**config.mk**
```make
export PLATFORM = sky130hd
export DESIGN_NAME = twowire_cmd_slave
export DESIGN_NICKNAME = d
export VERILOG_FILES = /design/src/rtl/twowire_cmd_slave.sv
export SDC_FILE = /design/constraint.sdc
export NUM_CORES = 1
export LEC_CHECK = 0
export BUFFER_PORTS_ARGS = -buffer_cell sky130_fd_sc_hd__buf_2
export CAP_MARGIN = 20
export CORE_MARGIN = 4
export CORE_UTILIZATION = 56
export DETAILED_ROUTE_END_ITERATION = 8
export GPL_TIMING_DRIVEN = 0
export PLACE_DENSITY_LB_ADDON = 0.05
export SYNTH_ARGS = -nofsm -noshare
export SYNTH_HDL_FRONTEND = slang
export SYNTH_SLANG_ARGS = --single-unit
```
**constraint.sdc**
```tcl
create_clock -name clk -period 2.5 [get_ports clk]
set_input_delay 0.375 -clock clk [delete_from_list [all_inputs] [get_ports clk]]
set_output_delay 0.375 -clock clk [all_outputs]
set_load 0.05 [all_outputs]
```
**src/rtl/twowire_cmd_slave.sv**
```systemverilog
module twowire_cmd_slave #(
  parameter logic [3:0] TYPE_ID = 4'b0101,
  parameter int         SYNC_N  = 2,
  parameter int         DATA_W  = 6
) (
  input  logic              clk,
  input  logic              rst_n,
  input  logic              scl_i,
  input  logic              sda_i,
  output logic              sda_oe,
  input  logic [3:0]        strap_i,
  input  logic              busy_i,
  input  logic              rd_mode_i,
  input  logic [DATA_W-1:0] rd_data_i,
  output logic [7:0]        instr_o,
  output logic              instr_vld_o,
  output logic [7:0]        data_o,
  output logic              data_vld_o,
  output logic              rd_load_o,
  output logic              stop_o
);
  localparam int BYTE_W = 8;
  localparam int PAD_W  = BYTE_W - DATA_W;
  localparam int CNT_W  = $clog2(BYTE_W + 1);
  localparam logic [CNT_W-1:0] LAST = CNT_W'(BYTE_W);

  typedef enum logic [3:0] {
    S_IDLE, S_ADDR, S_AACK, S_INSTR, S_IACK,
    S_WR, S_WACK, S_RD, S_RACK, S_SKIP
  } st_t;

  logic [SYNC_N:0] scl_p, sda_p;
  always_ff @(posedge clk or negedge rst_n)
    if (!rst_n) begin
      scl_p <= '1;
      sda_p <= '1;
    end else begin
      scl_p <= {scl_p[SYNC_N-1:0], scl_i};
      sda_p <= {sda_p[SYNC_N-1:0], sda_i};
    end

  wire scl_s = scl_p[SYNC_N-1];
  wire scl_d = scl_p[SYNC_N];
  wire sda_s = sda_p[SYNC_N-1];
  wire sda_d = sda_p[SYNC_N];
  wire rise  = scl_s & ~scl_d;
  wire fall  = ~scl_s & scl_d;
  wire start = scl_s & scl_d & sda_d & ~sda_s;
  wire stop  = scl_s & scl_d & ~sda_d & sda_s;

  st_t              st;
  logic [CNT_W-1:0] cnt;
  logic [7:0]       sr, tx;
  logic             mack;

  wire addr_hit = (sr == {TYPE_ID, strap_i});
  wire rx_st    = (st == S_ADDR) || (st == S_INSTR) || (st == S_WR);
  wire byte_end = fall && (cnt == LAST);

  assign sda_oe = (st == S_AACK) || (st == S_IACK) || (st == S_WACK) ||
                  ((st == S_RD) && !tx[7]);

  always_ff @(posedge clk or negedge rst_n)
    if (!rst_n) begin
      st          <= S_IDLE;
      cnt         <= '0;
      sr          <= '0;
      tx          <= '0;
      mack        <= 1'b0;
      instr_o     <= '0;
      data_o      <= '0;
      instr_vld_o <= 1'b0;
      data_vld_o  <= 1'b0;
      rd_load_o   <= 1'b0;
      stop_o      <= 1'b0;
    end else begin
      instr_vld_o <= 1'b0;
      data_vld_o  <= 1'b0;
      rd_load_o   <= 1'b0;
      stop_o      <= 1'b0;
      if (start) begin
        st  <= S_ADDR;
        cnt <= '0;
      end else if (stop) begin
        st     <= S_IDLE;
        cnt    <= '0;
        stop_o <= 1'b1;
      end else if (rx_st && rise) begin
        sr  <= {sr[6:0], sda_s};
        cnt <= cnt + 1'b1;
      end else if (rx_st && byte_end) begin
        cnt <= '0;
        case (st)
          S_ADDR:  st <= (addr_hit && !busy_i) ? S_AACK : S_SKIP;
          S_INSTR: begin
            instr_o     <= sr;
            instr_vld_o <= 1'b1;
            st          <= S_IACK;
          end
          default: begin
            data_o     <= sr;
            data_vld_o <= 1'b1;
            st         <= S_WACK;
          end
        endcase
      end else begin
        case (st)
          S_AACK: if (fall) st <= S_INSTR;
          S_WACK: if (fall) st <= S_WR;
          S_IACK: if (fall) begin
            if (rd_mode_i) begin
              tx        <= {{PAD_W{1'b0}}, rd_data_i};
              rd_load_o <= 1'b1;
              st        <= S_RD;
            end else begin
              st <= S_WR;
            end
          end
          S_RD: begin
            if (rise) cnt <= cnt + 1'b1;
            else if (fall) begin
              if (cnt == LAST) begin
                cnt <= '0;
                st  <= S_RACK;
              end else begin
                tx <= {tx[6:0], 1'b0};
              end
            end
          end
          S_RACK: begin
            if (rise) mack <= ~sda_s;
            else if (fall) begin
              if (mack) begin
                tx        <= {{PAD_W{1'b0}}, rd_data_i};
                rd_load_o <= 1'b1;
                st        <= S_RD;
              end else begin
                st <= S_SKIP;
              end
            end
          end
          default: ;
        endcase
      end
    end
endmodule

```
==> impl_metrics.ini <==
[logic_synthesis]
edff_count_synth = 0
async_flop_share_pct = 100
synth.most_common_cell = sky130_fd_sc_hd__dfrtp_1
avgSynthCellArea_sq_um = 11.7
synthTopCellsByCount = sky130_fd_sc_hd__dfrtp_1, sky130_fd_sc_hd__mux2_2, sky130_fd_sc_hd__nand2_1
number_of_synthesized_register_bits = 51
mappedNetlistNets = 232
synthDominantCellAreaShare_pct = 45.6
synth_ff_type = sky130_fd_sc_hd__dfrtp_1
synthDistinctLibCells = 47
cell_area_after_synthesis_sq_um = 2470
yosysSeqAreaShare_pct = 52.0
leading_cell_types_by_total_area_after_synthesis = sky130_fd_sc_hd__dfrtp_1, sky130_fd_sc_hd__mux2_2, sky130_fd_sc_hd__dfstp_2, sky130_fd_sc_hd__mux2i_1, sky130_fd_sc_hd__nand2_1
synth_top_area_cell = sky130_fd_sc_hd__dfrtp_1
post_synth_inst_count = 211
yosys_warnings = 0

[floorplan]
core_area_sq_um = 4140
die-area_sq_um = 5530
fp-row-count = 23
die_w_microns = 74.4
die_height_microns = 74.4
floorplan.initialDensity_pct = 59.6
io_pins = 37

[clock_network]
tritoncts_clock_tree = done
ctsHtreeMaxLevel = 2
number_of_buffers_inserted_during_clock_tree_synthesis = 5
post_cts.repair.setup_buffers = 0
clk-insertion-delay-late_ns = 0.31
max-clock-path-buffers = 2
clock_sink_count = 51
holdBufCountCts = 0
cts.clk_slew.worst_paths_ns = 0.09
ctsRootBufferMaster = sky130_fd_sc_hd__clkbuf_8
cts_repair_resize_count = 0

[timing]
rsz_0062_raised_after_global_routing = no
final_min_period_over_clock_period_pct = 90.8
finalClockSkew_ns = 0.00636
layout_setup_ws_ns = 0.231
max_slew_margin_pct = 68.4
post-route-min-period_ns = 2.27
achievable_clock_frequency_ghz = 0.441
number_of_setup_violations_in_the_final_report = 0
tightest_slew_ns = 0.469
final_sum_of_negative_setup_slack_ns = 0
hold_viol_final = 0
final_max_slew_viol_count = 0

[place]
place_congestion = 0.872
dp.final_hpwl_mm = 3.32
port_buffers = 36
pre_cts_slack_ns = 0.252

[layout]
multiInputGateArea_sq_um = 1090
final_layout_size_suffix_gt1_share_pct = 35.4
ff_latch_area_sq_um = 1280
design.final.nets = 277
areaGrowthSynthToFinish_pct = 14.6
antenna-diode-count = 0
fillCellCount = 335

[power]
cellPowerDensity_nw_per_um2 = 737
static_leakage_nw = 1.43
max-vdd-ir-drop_mv = 0.449

[worst_setup_path]
critPathCaptureType = register
reg2reg_setup_slack_ns = 0.23
worst_ep_required_time_ns = 2.69
critical_path_arrival_ns = 2.46
cp_max_fo = 9
cp-start-kind = register
setup.worst_path.class = register to register

[global_route]
grt_use_total_pct = 18.6
wire_length_of_the_first_global_routing_pass_mm = 7.81
first_global_vias = 1621
grt_start_max_net_pins = 52
grt-ovfl-total = 0
antenna_found_initial = 0

[routing]
vias_per_cell = 5.56
detail_route.drc_violations = 0
antenna_violating_nets_post_route = 0
1st_iter_drt_viols = 89
drt-wirelength-per-cell_microns = 15.3
routed_wirelength_mm = 4.71
drtPass1Iterations = 5
detailroute.via_count = 1708

[run_status]
outcome = completed

[hold_path]
timing.hold.worst.class = primary input to register

[flow_run]
max-cap-violations = 0
==> power by group <==
part / internal (W) / switching, W / leakage, nW
Sequential: 0.000941 / 0.000112 / 0.673
Combinational: 0.000237 / 0.000318 / 0.714
Clock: 0.000198 / 0.000278 / 0.0483
Total: 0.00138 / 0.000708 / 1.43
==> worst paths after layout <==
| path | start | end | cells after the start |
|---|---|---|---|
| worst max register to register | scl_p[2]$_DFF_PN1_ | instr_o[7]$_DFFE_PN0P_ | 5 |
| worst max-delay path | scl_p[2]$_DFF_PN1_ | instr_o[7]$_DFFE_PN0P_ | 5 |
| worst min register to register | scl_p[0]$_DFF_PN1_ | scl_p[1]$_DFF_PN1_ | 0 |
| max in group asynchronous | rst_n | scl_p[2]$_DFF_PN1_ | 3 |
| min in group asynchronous | rst_n | st[2]$_DFFE_PN0P_ | 2 |
| worst min-delay path | scl_i | scl_p[0]$_DFF_PN1_ | 1 |
==> state kept, by name (all words and copies together), names as in the netlist <==
register / flops
cnt: 4
data_o: 8
data_vld_o: 1
instr_o: 8
instr_vld_o: 1
mack: 1
rd_load_o: 1
scl_p: 3
sda_p: 3
sr: 8
st: 4
stop_o: 1
tx: 8
==> final cells by class <==
class / instances / share of cell area (%)
multi-input combinational: 139 / 38.6
sequential: 51 / 45.4
clock buffer: 5 / 2.43
tap: 50 / 2.21
clock inverter: 3 / 0.663
buffer: 7 / 1.42
inverter: 14 / 1.86
timing repair buffer: 38 / 7.43
==> worst max-delay path, stage by stage, from the launching register on <==
cell,delay (ns)
sky130_fd_sc_hd__dfstp_2,0.56
sky130_fd_sc_hd__ha_1,0.33
sky130_fd_sc_hd__nand4b_1,0.25
sky130_fd_sc_hd__nor3_1,0.35
sky130_fd_sc_hd__nand3_2,0.30
sky130_fd_sc_hd__mux2_2,0.37
==> cells in the final DEF (no fill, tap or decap), types with 2 or more instances in the layout <==
cell type                  instances
sky130_fd_sc_hd__nor2_1            7
sky130_fd_sc_hd__mux2i_1           8
sky130_fd_sc_hd__o21ai_2           2
sky130_fd_sc_hd__dfstp_2           6
sky130_fd_sc_hd__nor3_1            4
sky130_fd_sc_hd__nand2b_1          4
sky130_fd_sc_hd__nand3_1           2
sky130_fd_sc_hd__xnor2_1           5
sky130_fd_sc_hd__buf_2            41
sky130_fd_sc_hd__o21ai_0          11
sky130_fd_sc_hd__o31ai_1           3
sky130_fd_sc_hd__ha_1              5
sky130_fd_sc_hd__nand2_1          19
sky130_fd_sc_hd__inv_1            14
sky130_fd_sc_hd__nand4b_1          2
sky130_fd_sc_hd__o22ai_1           2
sky130_fd_sc_hd__dfrtp_1          45
sky130_fd_sc_hd__clkinv_2          2
sky130_fd_sc_hd__nand3b_1          2
sky130_fd_sc_hd__mux2_2           24
sky130_fd_sc_hd__a21oi_1           4
sky130_fd_sc_hd__nor4_1            2
sky130_fd_sc_hd__or4_1             2
sky130_fd_sc_hd__o32a_1            2
sky130_fd_sc_hd__and2_1            2
sky130_fd_sc_hd__and4b_1           2
sky130_fd_sc_hd__a31oi_1           2
sky130_fd_sc_hd__a211oi_1          2
sky130_fd_sc_hd__clkbuf_8          5
sky130_fd_sc_hd__nor2b_1           4
==> cells by family after synthesis <==
logic type	count (synthesis)	share of synthesized area [%]
XOR/XNOR	5	1.77
flip-flops	51	52.0
AND/OR/NAND/NOR	59	13.7
buffers and inverters	21	3.75
multiplexers	32	14.2
adder cells (fa/ha/maj)	5	2.53
AO/OA/AOI/OAI	38	12.0
==> through the flow <==
stage	std cells	util (%)	total power (W)	cell area (sq um)	hold WS [ns]
global placement	297	65.4	0.00161	2710	0.346
CTS	305	67.5	0.00209	2800	0.151
floorplan	211	-	0.00147	2470	0.0794
finish	307	68.3	0.00208	2830	0.162
detailed placement	297	65.4	0.00162	2710	0.353
global route	307	68.3	0.00222	2830	0.142
==> layer usage <==
metal  GRT usage [%]  wire length (microns)  up-vias
met3            4.32                    268        8
met5               0                      0        -
met2            27.5                   2190       48
li1                -                      -      837
met1            27.2                   2170      815
met4            6.32                     78        0
No activity file was read; power rests on OpenSTA's default activity.
